<file path="src/rtl/useq_pkg.sv">
package useq_pkg;

  typedef enum logic [2:0] {
    COND_NEXT = 3'd0,
    COND_IND  = 3'd1,
    COND_JMP  = 3'd2,
    COND_MAP  = 3'd3,
    COND_ZERO = 3'd4,
    COND_MPY  = 3'd5,
    COND_DIV  = 3'd6
  } seqCond_e;

  // strobes from the branch decision into the address path
  typedef struct packed {
    logic takeJump;
    logic takeMap;
  } seqStrobes_t;

  // datapath strobe positions
  localparam logic [15:0] LN_PC_MAR   = 16'h0001;
  localparam logic [15:0] LN_MEM_RD   = 16'h0002;
  localparam logic [15:0] LN_MEM_WR   = 16'h0004;
  localparam logic [15:0] LN_PC_INC   = 16'h0008;
  localparam logic [15:0] LN_MBR_IR   = 16'h0010;
  localparam logic [15:0] LN_IRA_MAR  = 16'h0020;
  localparam logic [15:0] LN_MBR_IRA  = 16'h0040;
  localparam logic [15:0] LN_MBR_BR   = 16'h0080;
  localparam logic [15:0] LN_ACC_MBR  = 16'h0100;
  localparam logic [15:0] LN_IRA_PC   = 16'h0200;
  localparam logic [15:0] LN_ALU_ADD  = 16'h0400;
  localparam logic [15:0] LN_ALU_SUB  = 16'h0800;
  localparam logic [15:0] LN_ALU_MPY  = 16'h1000;
  localparam logic [15:0] LN_ALU_DIV  = 16'h2000;
  localparam logic [15:0] LN_ALU_AND  = 16'h4000;
  localparam logic [15:0] LN_ALU_OR   = 16'h8000;

endpackage

</file>
<file path="src/rtl/useq_branch.sv">
module useq_branch
  import useq_pkg::*;
(
  input  seqCond_e    cond,
  input  logic        indFlag,
  input  logic        zeroFlag,
  input  logic        mpyDone,
  input  logic        divDone,
  output seqStrobes_t strobes
);

  always_comb begin
    strobes = '0;
    case (cond)
      COND_IND:  strobes.takeJump = indFlag;
      COND_JMP:  strobes.takeJump = 1'b1;
      COND_MAP:  strobes.takeMap  = 1'b1;
      COND_ZERO: strobes.takeJump = zeroFlag;
      COND_MPY:  strobes.takeJump = mpyDone;
      COND_DIV:  strobes.takeJump = divDone;
      default:   strobes = '0;
    endcase
  end

endmodule

</file>
<file path="src/rtl/useq_store.sv">
module useq_store
  import useq_pkg::*;
#(
  parameter int AW     = 6,
  parameter int CTRL_W = 16,
  parameter int OPC_W  = 8
) (
  input  logic              clk,
  input  logic              rst,
  input  seqStrobes_t       strobes,
  input  logic [OPC_W-1:0]  opcode,
  output seqCond_e          curCond,
  output logic [AW-1:0]     curNext,
  output logic [AW-1:0]     curAddr,
  output logic [CTRL_W-1:0] ctrlLines
);

  localparam int DEPTH  = 1 << AW;
  localparam int COND_W = 3;
  localparam int WORD_W = CTRL_W + COND_W + AW;

  function automatic logic [WORD_W-1:0] pack(input logic [15:0] c,
                                             input seqCond_e k, input int n);
    return {CTRL_W'(c), k, AW'(n)};
  endfunction

  // microprogram contents
  function automatic logic [WORD_W-1:0] romInit(input int a);
    case (a)
      0:  return pack(LN_PC_MAR, COND_NEXT, 0);
      1:  return pack(LN_MEM_RD | LN_PC_INC, COND_NEXT, 0);
      2:  return pack(LN_MBR_IR, COND_NEXT, 0);
      3:  return pack('0, COND_NEXT, 0);
      4:  return pack('0, COND_IND, 6);
      5:  return pack('0, COND_MAP, 0);
      6:  return pack(LN_IRA_MAR | LN_MEM_RD, COND_NEXT, 0);
      7:  return pack(LN_MBR_IRA, COND_NEXT, 0);
      8:  return pack('0, COND_NEXT, 0);
      9:  return pack('0, COND_MAP, 0);
      12: return pack(LN_IRA_MAR | LN_MEM_RD, COND_NEXT, 0);
      13: return pack(LN_MBR_BR, COND_NEXT, 0);
      14: return pack(LN_ALU_ADD, COND_JMP, 0);
      16: return pack(LN_IRA_MAR | LN_ACC_MBR, COND_NEXT, 0);
      17: return pack(LN_MEM_WR, COND_JMP, 0);
      20: return pack('0, COND_ZERO, 22);
      21: return pack('0, COND_JMP, 0);
      22: return pack(LN_IRA_PC, COND_JMP, 0);
      24: return pack(LN_IRA_PC, COND_JMP, 0);
      28: return pack(LN_IRA_MAR | LN_MEM_RD, COND_NEXT, 0);
      29: return pack(LN_MBR_BR, COND_NEXT, 0);
      30: return pack(LN_ALU_MPY, COND_NEXT, 0);
      31: return pack('0, COND_NEXT, 0);
      32: return pack('0, COND_MPY, 0);
      33: return pack('0, COND_JMP, 32);
      36: return pack(LN_IRA_MAR | LN_MEM_RD, COND_NEXT, 0);
      37: return pack(LN_MBR_BR, COND_NEXT, 0);
      38: return pack(LN_ALU_DIV, COND_NEXT, 0);
      39: return pack('0, COND_NEXT, 0);
      40: return pack('0, COND_DIV, 0);
      41: return pack('0, COND_JMP, 40);
      44: return pack(LN_IRA_MAR | LN_MEM_RD, COND_NEXT, 0);
      45: return pack(LN_MBR_BR, COND_NEXT, 0);
      46: return pack(LN_ALU_AND, COND_JMP, 0);
      48: return pack(LN_IRA_MAR | LN_MEM_RD, COND_NEXT, 0);
      49: return pack(LN_MBR_BR, COND_NEXT, 0);
      50: return pack(LN_ALU_SUB, COND_JMP, 0);
      52: return pack(LN_IRA_MAR | LN_MEM_RD, COND_NEXT, 0);
      53: return pack(LN_MBR_BR, COND_NEXT, 0);
      54: return pack(LN_ALU_OR, COND_JMP, 0);
      default: return pack('0, COND_NEXT, 0);
    endcase
  endfunction

  // opcode to routine entry
  function automatic logic [AW-1:0] mapEntry(input logic [OPC_W-1:0] op);
    case (int'(op))
      2:  return AW'(16);
      3:  return AW'(12);
      4:  return AW'(48);
      5:  return AW'(20);
      6:  return AW'(24);
      7:  return AW'(28);
      8:  return AW'(36);
      9:  return AW'(44);
      10: return AW'(52);
      default: return '0;
    endcase
  endfunction

  logic [WORD_W-1:0] romArr [DEPTH];
  logic [WORD_W-1:0] romOut;
  logic [CTRL_W-1:0] romCtrl;
  logic [AW-1:0]     carQ, nextAddr;
  logic [CTRL_W-1:0] cbrQ;

  for (genvar i = 0; i < DEPTH; i++) begin : g_rom
    assign romArr[i] = romInit(i);
  end

  assign romOut  = romArr[carQ];
  assign romCtrl = romOut[WORD_W-1 -: CTRL_W];
  assign curCond = seqCond_e'(romOut[AW +: COND_W]);
  assign curNext = romOut[AW-1:0];

  always_comb begin
    if (strobes.takeMap)       nextAddr = mapEntry(opcode);
    else if (strobes.takeJump) nextAddr = curNext;
    else                       nextAddr = carQ + AW'(1);
  end

  always_ff @(posedge clk or posedge rst) begin
    if (rst) begin
      carQ <= '0;
      cbrQ <= '0;
    end else begin
      carQ <= nextAddr;
      cbrQ <= romCtrl;
    end
  end

  assign curAddr   = carQ;
  assign ctrlLines = cbrQ;

  AST_RESET_CLEAR: assert property (@(posedge clk) disable iff (rst)
    $fell(rst) |-> (carQ == '0 && cbrQ == '0));

  AST_SEQ_STEP: assert property (@(posedge clk) disable iff (rst)
    (curCond == COND_NEXT) |=> (carQ == $past(carQ) + AW'(1)));

  AST_UNCOND_TARGET: assert property (@(posedge clk) disable iff (rst)
    (curCond == COND_JMP) |=> (carQ == $past(curNext)));

  AST_STROBE_PAIR: assert property (@(posedge clk) disable iff (rst)
    $onehot0({strobes.takeJump, strobes.takeMap}));

endmodule

</file>
<file path="src/rtl/micro_sequencer.sv">
module micro_sequencer
  import useq_pkg::*;
#(
  parameter int AW     = 6,
  parameter int CTRL_W = 16,
  parameter int OPC_W  = 8
) (
  input  logic              clk,
  input  logic              rst,
  input  logic [OPC_W-1:0]  opcode,
  input  logic              indFlag,
  input  logic              zeroFlag,
  input  logic              mpyDone,
  input  logic              divDone,
  output logic [CTRL_W-1:0] ctrlLines
);

  seqStrobes_t   strobes;
  seqCond_e      curCond;
  logic [AW-1:0] curNext;
  logic [AW-1:0] curAddr;
  logic          flagSel;
  logic          isFlagCond;

  useq_branch u_branch (
    .cond     (curCond),
    .indFlag  (indFlag),
    .zeroFlag (zeroFlag),
    .mpyDone  (mpyDone),
    .divDone  (divDone),
    .strobes  (strobes)
  );

  useq_store #(.AW(AW), .CTRL_W(CTRL_W), .OPC_W(OPC_W)) u_store (
    .clk       (clk),
    .rst       (rst),
    .strobes   (strobes),
    .opcode    (opcode),
    .curCond   (curCond),
    .curNext   (curNext),
    .curAddr   (curAddr),
    .ctrlLines (ctrlLines)
  );

  // flag-tested conditions, seen from the ports
  assign isFlagCond = (curCond == COND_IND) || (curCond == COND_ZERO) ||
                      (curCond == COND_MPY) || (curCond == COND_DIV);
  assign flagSel = (curCond == COND_IND)  ? indFlag  :
                   (curCond == COND_ZERO) ? zeroFlag :
                   (curCond == COND_MPY)  ? mpyDone  : divDone;

  AST_FLAG_LOW_STEP: assert property (@(posedge clk) disable iff (rst)
    (isFlagCond && !flagSel) |=> (curAddr == $past(curAddr) + AW'(1)));

  AST_FLAG_HIGH_JUMP: assert property (@(posedge clk) disable iff (rst)
    (isFlagCond && flagSel) |=> (curAddr == $past(curNext)));

endmodule

</file>
<file path="config.mk">
export PLATFORM = sky130hd
export DESIGN_NAME = micro_sequencer
export DESIGN_NICKNAME = d
export VERILOG_FILES = /design/src/rtl/useq_pkg.sv /design/src/rtl/useq_branch.sv /design/src/rtl/useq_store.sv /design/src/rtl/micro_sequencer.sv
export SDC_FILE = /design/constraint.sdc
export NUM_CORES = 1
export LEC_CHECK = 0
export BUFFER_PORTS_ARGS = -buffer_cell sky130_fd_sc_hd__buf_2
export CELL_PAD_IN_SITES_DETAIL_PLACEMENT = 1
export CELL_PAD_IN_SITES_GLOBAL_PLACEMENT = 2
export CORE_MARGIN = 8
export CORE_UTILIZATION = 23
export CTS_BUF_LIST = sky130_fd_sc_hd__clkbuf_4 sky130_fd_sc_hd__clkbuf_8
export DETAILED_ROUTE_END_ITERATION = 10
export PLACE_DENSITY = 0.61
export SYNTH_ARGS = -nofsm -noshare
export SYNTH_HDL_FRONTEND = slang
export SYNTH_SLANG_ARGS = --single-unit
export TNS_END_PERCENT = 50
</file>
<file path="constraint.sdc">
create_clock -name clk -period 2.6 [get_ports clk]
set_input_delay 0 -clock clk [delete_from_list [all_inputs] [get_ports clk]]
set_output_delay 0 -clock clk [all_outputs]
set_load 0.005 [all_outputs]
</file>
==> results.sh <==
export IMPL_hold_path_end="u_store.curAddr[2]"
export IMPL_routed_wl_um=4420
export IMPL_synth_nets=181
export IMPL_clock_latency_ns=0.26
export IMPL_ant_nets=0
export IMPL_grt_pass1_vias=1521
export IMPL_fp_dieW_um=97.1
export IMPL_grt_pass1_wl_um=7290
export IMPL_n_antenna_cell=0
export IMPL_r2r_cells=9
export IMPL_r2r_start="u_store.curAddr[1]"
export IMPL_clock_fmax_mhz=415
export IMPL_nets=218
export IMPL_clockRootBuffer="clkbuf_8"
export IMPL_cts_max_level=1
export IMPL_power_total_uw=1870
export IMPL_syn_inst=160
export IMPL_setup_tns_ns=0
export IMPL_synth_edf_count=0
export IMPL_gp_congestion=0.793
export IMPL_skew_ns=0.00261
export IMPL_synth_cell_types=56
export IMPL_vias=1352
export IMPL_synthXorXnorAreaFrac_pct=0.579
export IMPL_end_kind="flop"
export IMPL_clk_pin_slew_ns=0.08
export IMPL_synth_simple_gate_area_share_pct=29.2
export IMPL_ys_async_sr_fraction_pct=100
export IMPL_cts_buffers_inserted=3
export IMPL_relSlewSlack_pct=47.5
export IMPL_cp_top_family="compound AO/OA/AOI/OAI gates"
export IMPL_setup_viol=0
export IMPL_drive_gt1_share_pct=29.1
export IMPL_ir_drop_uv=273
export IMPL_crit_type="flop to flop"
export IMPL_final_common_cell="buf_2"
export IMPL_hp_class="input port to flop"
export IMPL_ys_ff_latch=22
export IMPL_die_area_um2=9430
export IMPL_syn_area_um2=1510
export IMPL_port_buffers=29
export IMPL_grt_ovfl_total=0
export IMPL_worstPathRequired_ns=2.75
export IMPL_worstPathCellList="inv_1 > ha_1 > buf_4 > and2b_1 > o21ai_1 > a31oi_2 > nand3_2 > and2_1 > a221o_1"
export IMPL_grtUsageTotal_pct=9.24
export IMPL_fin_util_pct=29.3
export IMPL_hold_path_depth=4
export IMPL_fillCellCount=745
export IMPL_vias_per_cell=4.95
export IMPL_cts_path_max_buffers=2
export IMPL_rsz0062_at_grt="no"
export IMPL_syn_area_per_cell_um2=9.46
export IMPL_slew_viol_final=0
export IMPL_mostFrequentLayoutCells="buf_2, dfrtp_1, nor2_1"
export IMPL_timing_final_crit_share_pct=92.7
export IMPL_synthAdderAreaFrac_pct=5.79
export IMPL_max_stage_delay_ns=0.45
export IMPL_antenna_found_initial=0
export IMPL_synthMuxAreaShare_pct=3.39
export IMPL_drcViolationCount=0
export IMPL_synth_ff_type="dfrtp_1"
export IMPL_cap_violations=0
export IMPL_p_per_area_nw_per_um2=1000
export IMPL_cts_tree="done"
export IMPL_fin_hold_ws_ns=0.176
export IMPL_cp_arrival_ns=2.56
export IMPL_cts_sinks=22
export IMPL_rows=29
export IMPL_synth_compound_area_share_pct=19.4
export IMPL_coreArea_um2=6350
export IMPL_detail_route_wl_per_cell_um=16.2
export IMPL_yosysWarnings=0
export IMPL_hold_viol=0
export IMPL_drtPass1Iterations=4
export IMPL_crit_buf_inv=2
export IMPL_die_h_um=97.1
export IMPL_io_pins=30
export IMPL_yosysSeqAreaShare_pct=36.4
export IMPL_rrSetupSlack_ns=0.19
export IMPL_dr_first_iter_drc_count=58
export IMPL_leakagePower_uw=0.000893
export IMPL_cts_setup_buffers=0
export IMPL_rr_endpoint="u_store.curAddr[5]"
export IMPL_crit_path_start_kind="flop"
export IMPL_tightest_slew_ns=0.787
export IMPL_period_minus_slack_ns=2.41
export IMPL_area_growth_syn_to_layout_pct=22.9
export IMPL_path_max_fanout=9
export IMPL_dp_hpwl_um=3730
export IMPL_holdCritStartpoint="opcode[3]"
export IMPL_synth_top_family_by_area="simple AND/OR/NAND/NOR gates"
export IMPL_initial_core_util_pct=23.8
export IMPL_grt_max_degree=23
export IMPL_outcome="completed"
export IMPL_cp_slowest_cell="dfrtp_2"
[through the flow]
step | instances | setup slack [ns] | area, µm²
4_1_cts | 273 | 0.127 | 1860
6_report | 273 | 0.191 | 1860
2_1_floorplan | 160 | 0.342 | 1510
5_1_grt | 273 | 0.00676 | 1860
3_3_place_gp | 268 | 0.234 | 1780
3_5_place_dp | 268 | 0.145 | 1780
[power breakdown]
part           switching, µW  internal (µW)  leakage [µW]
clock network            109            205     0.0000357
registers                103            422      0.000296
logic                    578            451      0.000562
total                    790           1080      0.000893
[area by class of cell]
| cell class | count | area, µm² | area share, % |
|---|---|---|---|
| multi-input cells | 123 | 883 | 47.5 |
| inverters | 7 | 26.3 | 1.41 |
| repair buffers | 40 | 230 | 12.4 |
| well taps | 77 | 96.3 | 5.18 |
| clock inverters | 1 | 30.0 | 1.61 |
| clock buffers | 3 | 41.3 | 2.22 |
| flip-flops and latches | 22 | 553 | 29.7 |
[cell families (layout without fill, tap and decap cells)]
group,Yosys count,count (layout)
flops,22,22
xor+xnor,1,1
buf+inv,15,51
compound gates,38,38
simple gates,73,73
fa+ha+maj,7,7
mux,4,4
[flip-flops by register name, summed over array words and instances (netlist names)]
signal / count
u_store.ctrlLines: 16
u_store.curAddr: 6
[Yosys cell counts (all sizes together), types with 3 or more instances]
cell	number	area share (%)
nor2	19	4.7
nor2b	5	2.6
a221o	3	2.0
nand2	7	1.7
a21oi	6	2.0
and2	3	1.2
nand3	10	3.6
o21ai	8	2.6
inv	7	1.7
dfrtp	22	36
buf	8	3.6
nor3	4	1.3
ha	7	5.8
nand2b	4	1.7
mux2	3	2.7
nor3b	3	1.8
[worst reg2reg max path: stages, from the launching register on]
cell and delay [ns]:
dfrtp_2 0.45, inv_1 0.14, ha_1 0.21, buf_4 0.16
and2b_1 0.14, o21ai_1 0.11, a31oi_2 0.34, nand3_2 0.23
and2_1 0.22, a221o_1 0.31
[worst max-delay path by stage]
stage / startpoint / end / slack [ns] / cells past startpoint
4_1_cts: u_store.curAddr[1] / u_store.curAddr[3] / 0.13 / 9
5_1_grt: u_store.curAddr[1] / u_store.curAddr[3] / 0.007 / 9
2_1_floorplan: u_store.curAddr[1] / u_store.curAddr[5] / 0.34 / 8
6_report: u_store.curAddr[1] / u_store.curAddr[5] / 0.19 / 9
3_5_place_dp: u_store.curAddr[1] / u_store.curAddr[3] / 0.14 / 9
3_3_place_gp: u_store.curAddr[1] / u_store.curAddr[3] / 0.23 / 9
[what timing repair did]
item | 4_1_cts | 5_1_grt
hold buffers | 1 | 0
endpoints found under the hold margin | 22 | 0
resized for setup | 0 | 2
endpoints found under the setup margin | 0 | 1
[layer usage]
layer	vias up	GRT usage [%]	share of wire, %
met5	-	0	0
met4	0	2.72	1.2
met3	4	2.20	4.6
met2	29	17.7	53
met1	665	9.58	41
li1	654	-	-
Power figures use the tool's default switching activity.
